### src/rtl/lane_sync_pkg.sv
package lane_sync_pkg;

  typedef enum logic [2:0] {
    S_SEEK  = 3'd0,
    S_CONF1 = 3'd1,
    S_CONF2 = 3'd2,
    S_CONF3 = 3'd3,
    S_LOCK  = 3'd4,
    S_SLIP1 = 3'd5,
    S_SLIP2 = 3'd6,
    S_SLIP3 = 3'd7
  } lsync_state_e;

  function automatic logic f_in_slip(lsync_state_e s);
    return (s == S_SLIP1) || (s == S_SLIP2) || (s == S_SLIP3);
  endfunction

  function automatic logic f_synced(lsync_state_e s);
    return (s == S_LOCK) || f_in_slip(s);
  endfunction

  function automatic logic f_in_conf(lsync_state_e s);
    return (s == S_CONF1) || (s == S_CONF2) || (s == S_CONF3);
  endfunction

  // one step deeper on an error; past the last level the lane is lost
  function automatic lsync_state_e f_deeper(lsync_state_e s);
    case (s)
      S_LOCK:  return S_SLIP1;
      S_SLIP1: return S_SLIP2;
      S_SLIP2: return S_SLIP3;
      default: return S_SEEK;
    endcase
  endfunction

  // a clean run climbs one level; levels 2 and 3 land on level 1
  function automatic lsync_state_e f_recover(lsync_state_e s);
    return (s == S_SLIP1) ? S_LOCK : S_SLIP1;
  endfunction

  function automatic lsync_state_e f_step_up(lsync_state_e s);
    case (s)
      S_SEEK:  return S_CONF1;
      S_CONF1: return S_CONF2;
      S_CONF2: return S_CONF3;
      default: return S_LOCK;
    endcase
  endfunction

endpackage

### src/rtl/lsync_good_run.sv
module lsync_good_run #(
  parameter int RUN_LEN = 3
) (
  input  logic clk,
  input  logic rst_n,
  input  logic clr,
  input  logic inc,
  output logic run_done
);
  localparam int CNT_W = $clog2(RUN_LEN + 1);
  localparam logic [CNT_W-1:0] LAST = CNT_W'(RUN_LEN - 1);

  logic [CNT_W-1:0] cnt;

  assign run_done = inc && (cnt == LAST);

  always_ff @(posedge clk or negedge rst_n) begin
    if (!rst_n)     cnt <= '0;
    else if (clr)   cnt <= '0;
    else if (inc)   cnt <= cnt + 1'b1;
  end

  // the count never runs past the recovery length
  p_cnt_bound_r10: assert property (@(posedge clk) disable iff (!rst_n)
    cnt <= LAST);

  // a clear always restarts the count
  p_cnt_clear_r10: assert property (@(posedge clk) disable iff (!rst_n)
    clr |=> cnt == '0);

endmodule

### src/rtl/lsync_pos_cap.sv
module lsync_pos_cap #(
  parameter int POS_W = 4
) (
  input  logic             clk,
  input  logic             rst_n,
  input  logic             load,
  input  logic [POS_W-1:0] pos_in,
  output logic [POS_W-1:0] pos_q,
  output logic             pos_match
);
  always_ff @(posedge clk or negedge rst_n) begin
    if (!rst_n)     pos_q <= '0;
    else if (load)  pos_q <= pos_in;
  end

  assign pos_match = (pos_in == pos_q);

  // a capture holds the offset presented on the loading cycle
  p_capture_r3: assert property (@(posedge clk) disable iff (!rst_n)
    load |=> pos_q == $past(pos_in));

endmodule

### src/rtl/lane_sync_fsm.sv
module lane_sync_fsm
  import lane_sync_pkg::*;
#(
  parameter int POS_W   = 4,
  parameter int RUN_LEN = 3
) (
  input  logic             clk,
  input  logic             rst_n,
  input  logic             code_vld,
  input  logic             comma_det,
  input  logic [POS_W-1:0] comma_pos,
  input  logic             dec_err,
  input  logic             disp_err,
  input  logic             sig_lost,
  output logic             lane_synced,
  output logic             realign_en,
  output logic [POS_W-1:0] align_pos,
  output logic             fault_req
);

  lsync_state_e state, nxt;

  // named events for the assertions and the submodules
  logic code_err, code_good, comma_ok, pos_match, run_done;
  logic cap_load, run_inc, run_clr;

  assign code_err  = code_vld && (dec_err || disp_err) && !sig_lost;
  assign code_good = code_vld && !dec_err && !disp_err && !sig_lost;
  assign comma_ok  = code_good && comma_det;

  assign cap_load = (state == S_SEEK) && comma_ok;
  assign run_inc  = f_in_slip(state) && code_good;
  assign run_clr  = (nxt != state);

  lsync_pos_cap #(.POS_W(POS_W)) u_cap (
    .clk(clk), .rst_n(rst_n), .load(cap_load), .pos_in(comma_pos),
    .pos_q(align_pos), .pos_match(pos_match)
  );

  lsync_good_run #(.RUN_LEN(RUN_LEN)) u_run (
    .clk(clk), .rst_n(rst_n), .clr(run_clr), .inc(run_inc),
    .run_done(run_done)
  );

  always_comb begin
    nxt = state;
    if (sig_lost) begin
      nxt = S_SEEK;
    end else if (code_err) begin
      nxt = (state == S_SEEK || f_in_conf(state)) ? S_SEEK : f_deeper(state);
    end else if (code_vld) begin
      case (state)
        S_SEEK:           if (comma_det) nxt = S_CONF1;
        S_CONF1, S_CONF2: if (comma_det) nxt = pos_match ? f_step_up(state) : S_SEEK;
        S_CONF3:          if (comma_det) nxt = S_LOCK;
        S_SLIP1, S_SLIP2, S_SLIP3:
                          if (run_done)  nxt = f_recover(state);
        default:          nxt = state;
      endcase
    end
  end

  always_ff @(posedge clk or negedge rst_n) begin
    if (!rst_n) state <= S_SEEK;
    else        state <= nxt;
  end

  assign lane_synced = f_synced(state);
  assign realign_en  = (state == S_SEEK);
  assign fault_req   = !lane_synced;

  // loss of signal wins over every other input
  p_los_drop_r2: assert property (@(posedge clk) disable iff (!rst_n)
    sig_lost |=> realign_en && !lane_synced);

  // leaving the seek state on a comma stops realignment
  p_seek_exit_r3: assert property (@(posedge clk) disable iff (!rst_n)
    cap_load |=> !realign_en);

  // any error while acquiring returns to seek
  p_conf_err_r6: assert property (@(posedge clk) disable iff (!rst_n)
    f_in_conf(state) && code_err |=> state == S_SEEK);

  // first error in sync keeps the lane up at miss level 1
  p_lock_err_r8: assert property (@(posedge clk) disable iff (!rst_n)
    (state == S_LOCK) && code_err |=> state == S_SLIP1 && lane_synced);

  // deeper levels recover only to level 1
  p_deep_recover_r9: assert property (@(posedge clk) disable iff (!rst_n)
    (state == S_SLIP2 || state == S_SLIP3) && run_done |=> state == S_SLIP1);

  // a cycle without a code group changes nothing
  p_idle_hold_r11: assert property (@(posedge clk) disable iff (!rst_n)
    !code_vld && !sig_lost |=> $stable(state) && $stable(align_pos));

endmodule

### config.mk
export PLATFORM = sky130hd
export DESIGN_NAME = lane_sync_fsm
export DESIGN_NICKNAME = d
export VERILOG_FILES = /design/src/rtl/lane_sync_pkg.sv /design/src/rtl/lsync_good_run.sv /design/src/rtl/lsync_pos_cap.sv /design/src/rtl/lane_sync_fsm.sv
export SDC_FILE = /design/constraint.sdc
export NUM_CORES = 1
export LEC_CHECK = 0
export ABC_AREA = 1
export BUFFER_PORTS_ARGS = -buffer_cell sky130_fd_sc_hd__buf_2
export CAP_MARGIN = 25
export CORE_MARGIN = 1.5
export CORE_UTILIZATION = 30
export CTS_CLUSTER_DIAMETER = 150
export DETAILED_ROUTE_END_ITERATION = 12
export GPL_ROUTABILITY_DRIVEN = 1
export HOLD_SLACK_MARGIN = 0.02
export PLACE_DENSITY = 0.49
export SYNTH_ARGS = -nofsm -noshare
export SYNTH_HDL_FRONTEND = slang
export SYNTH_SLANG_ARGS = --single-unit
### constraint.sdc
create_clock -name clk -period 3.9 [get_ports clk]
set_input_delay 0.585 -clock clk [delete_from_list [all_inputs] [get_ports clk]]
set_output_delay 0.585 -clock clk [all_outputs]
set_load 0.02 [all_outputs]
==> results.sh <==
export IMPL_clock_path_buffers=2
export IMPL_dieWidth_um=52.8
export IMPL_globalplace_congestion=0.782
export IMPL_die_h_um=52.8
export IMPL_cts_max_level=1
export IMPL_layout_setup_ws_ns=1.88
export IMPL_post_dp_cell_area_um2=852
export IMPL_cts_sinks=9
export IMPL_syn_area_per_cell_um2=6.25
export IMPL_slew_viol_final=0
export IMPL_tritoncts="built"
export IMPL_crit_required_ns=3.31
export IMPL_gr_usage_all_layers_pct=14.2
export IMPL_async_reset_ff_share_pct=100
export IMPL_synth_edf_count=0
export IMPL_yosysUniqueCellTypes=20
export IMPL_top_usage_layer="met2"
export IMPL_leakage_nw=0.516
export IMPL_synth_nets=131
export IMPL_max_slew_margin_pct=72.6
export IMPL_antenna_cells=0
export IMPL_fin_area_um2=878
export IMPL_grt_pass1_wl_mm=2.85
export IMPL_critPathKind="reg2out"
export IMPL_cts_root_buf="clkbuf_4"
export IMPL_cts_resized=0
export IMPL_antenna_found_initial=0
export IMPL_met3_usage_pct=4.29
export IMPL_nNetsFinal=151
export IMPL_rows=17
export IMPL_post_route_period_util_pct=51.9
export IMPL_clk_pin_slew_worst_paths_ns=0.06
export IMPL_setup_viol=0
export IMPL_tns_ns=0
export IMPL_clk_latency_ns=0.25
export IMPL_arrival_ns=1.44
export IMPL_dieArea_mm2=0.00279
export IMPL_post_dp_hpwl_mm=1.34
export IMPL_dr_pass1_iters=4
export IMPL_grt_ovfl_total=0
export IMPL_drive_gt1_share_pct=23.9
export IMPL_cts_hold_buf=0
export IMPL_fmax_ghz=0.494
export IMPL_grt_max_degree=12
export IMPL_critPathCaptureType="output pin"
export IMPL_start_util_pct=32.7
export IMPL_fin_skew_ns=0.00285
export IMPL_rrSetupSlack_ns=2.15
export IMPL_outcome="finished, final reports clean"
export IMPL_p_per_area_mw_per_mm2=322
export IMPL_cp_cell_sequence="nor2_2 > inv_2 > nor2_1 > buf_2"
export IMPL_ios=18
export IMPL_maxCapViolCount=0
export IMPL_drt_iter0_markers=14
export IMPL_routed_wl_mm=1.60
export IMPL_synth_seq_cells=9
export IMPL_ys_warn_count=0
export IMPL_max_stage_delay_ns=0.46
export IMPL_crit_fanout=7
export IMPL_postRouteAntennaNets=0
export IMPL_hold_viol_final=0
export IMPL_syn_instance_count=119
export IMPL_slowest_stage="dfrtp_1"
export IMPL_io_buffers=17
export IMPL_dp_slack_ns=2.00
export IMPL_syn2layout_area_growth_pct=18.2
export IMPL_syn_area_um2=743
export IMPL_worst_slew_pin_slew_ns=0.411
export IMPL_ys_seq_area_share_pct=30.3
export IMPL_vias=747
export IMPL_rsz0062_at_grt="false"
export IMPL_synth_main_ff_cell="dfrtp_1"
export IMPL_core_area_mm2=0.00228
export IMPL_grt_met1_usage_pct=17.6
export IMPL_numCtsBuffers=3
export IMPL_met2_usage_pct=22.5
export IMPL_fillers=259
export IMPL_drt_wirelength_per_cell_um=9.61
export IMPL_cts_setup_buffers=0
export IMPL_hold_path_class="in2async"
export IMPL_drc=0
export IMPL_first_global_vias=689
export IMPL_peakVddDrop_mv=0.259
export IMPL_start_kind="flop"
export IMPL_vias_per_cell=4.50
export IMPL_fin_crit_ns=2.02
[per-stage QoR]
| step | util (%) | std cells | power (mW) | hold slack [ns] |
|---|---|---|---|---|
| final | 38.6 | 166 | 0.283 | 0.166 |
| after global routing | 38.6 | 166 | 0.311 | 0.167 |
| after CTS | 38.6 | 166 | 0.290 | 0.165 |
| after detailed placement | 37.4 | 162 | 0.218 | 0.446 |
| after global placement | 37.4 | 162 | 0.216 | 0.447 |
| after floorplan | - | 119 | 0.186 | 0.289 |
[cell families after synthesis]
group | count (synthesis) | share of synthesized area [%]
adder cells (fa/ha/maj) | 1 | 1.68
AND/OR/NAND/NOR | 68 | 42.1
flip-flops | 9 | 30.3
XOR/XNOR | 2 | 2.36
AO/OA/AOI/OAI | 14 | 10.4
buffers and inverters | 25 | 13.1
[state kept, by name (all words and copies together) (netlist names)]
register and count:
u_cap.pos_q 4, state 3, u_run.cnt 2
[final cells by class]
type,count,area [um^2],area share [%]
multi-input combinational,85,420,47.9
sequential,9,225,25.6
inverter,23,86.3,9.83
timing repair buffer,17,85.1,9.69
tap,28,35.0,3.99
clock buffer,4,26.3,2.99
[synthesized netlist by cell type, types with 2 or more instances]
cell	count	area share, %
a21oi_1	7	4.7
a21oi_2	2	2.4
dfrtp_1	9	30
inv_1	20	10
inv_2	3	1.5
nand2_1	40	20
nand3_1	7	4.7
nand3_2	3	4.0
nor2_1	11	5.6
nor2_2	2	1.7
nor2_4	2	3.0
o21ai_0	4	2.7
xor2_1	2	2.4
[critical path, delay by kind of cell, from the launching register on]
kind	cells	cell delay, ns
buffers and inverters	2	0.28
flip-flops	1	0.46
AND/OR/NAND/NOR	2	0.45
[worst paths after layout]
kind,startpoint,end,depth (start not counted)
worst min-delay path,rst_n,u_cap.pos_q[2]$_DFFE_PN0P_,1
worst min register to register,u_cap.pos_q[0]$_DFFE_PN0P_,u_cap.pos_q[0]$_DFFE_PN0P_,2
max in group asynchronous,rst_n,u_run.cnt[0]$_DFFE_PN0P_,1
worst max register to register,state[2]$_DFF_PN0_,u_run.cnt[0]$_DFFE_PN0P_,13
worst max-delay path,state[1]$_DFF_PN0_,realign_en,4
min in group clk,u_cap.pos_q[0]$_DFFE_PN0P_,u_cap.pos_q[0]$_DFFE_PN0P_,2
[cell usage in the layout, fill, tap and decap left out, drive strengths merged]
cell type	count
nor3	2
a21oi	9
buf	17
dfrtp	9
ha	1
nand2	40
nand3	10
nand4	1
nor2	15
o21ai	5
inv	23
clkbuf	4
xor2	2
[routing by layer]
metal,vias up,wire (um)
li1,403,-
met1,328,795
met2,12,719
met3,4,55
met4,0,24
met5,-,0
[where the power goes]
part           leakage [nW]  internal (mW)  switching [mW]  total [mW]
Clock                0.0150         0.0392          0.0293      0.0685
Combinational         0.381         0.0340          0.0615      0.0955
Sequential            0.120          0.106          0.0136       0.119
Total                 0.516          0.179           0.104       0.283
Note: power is estimated with default switching activity, not from simulation.
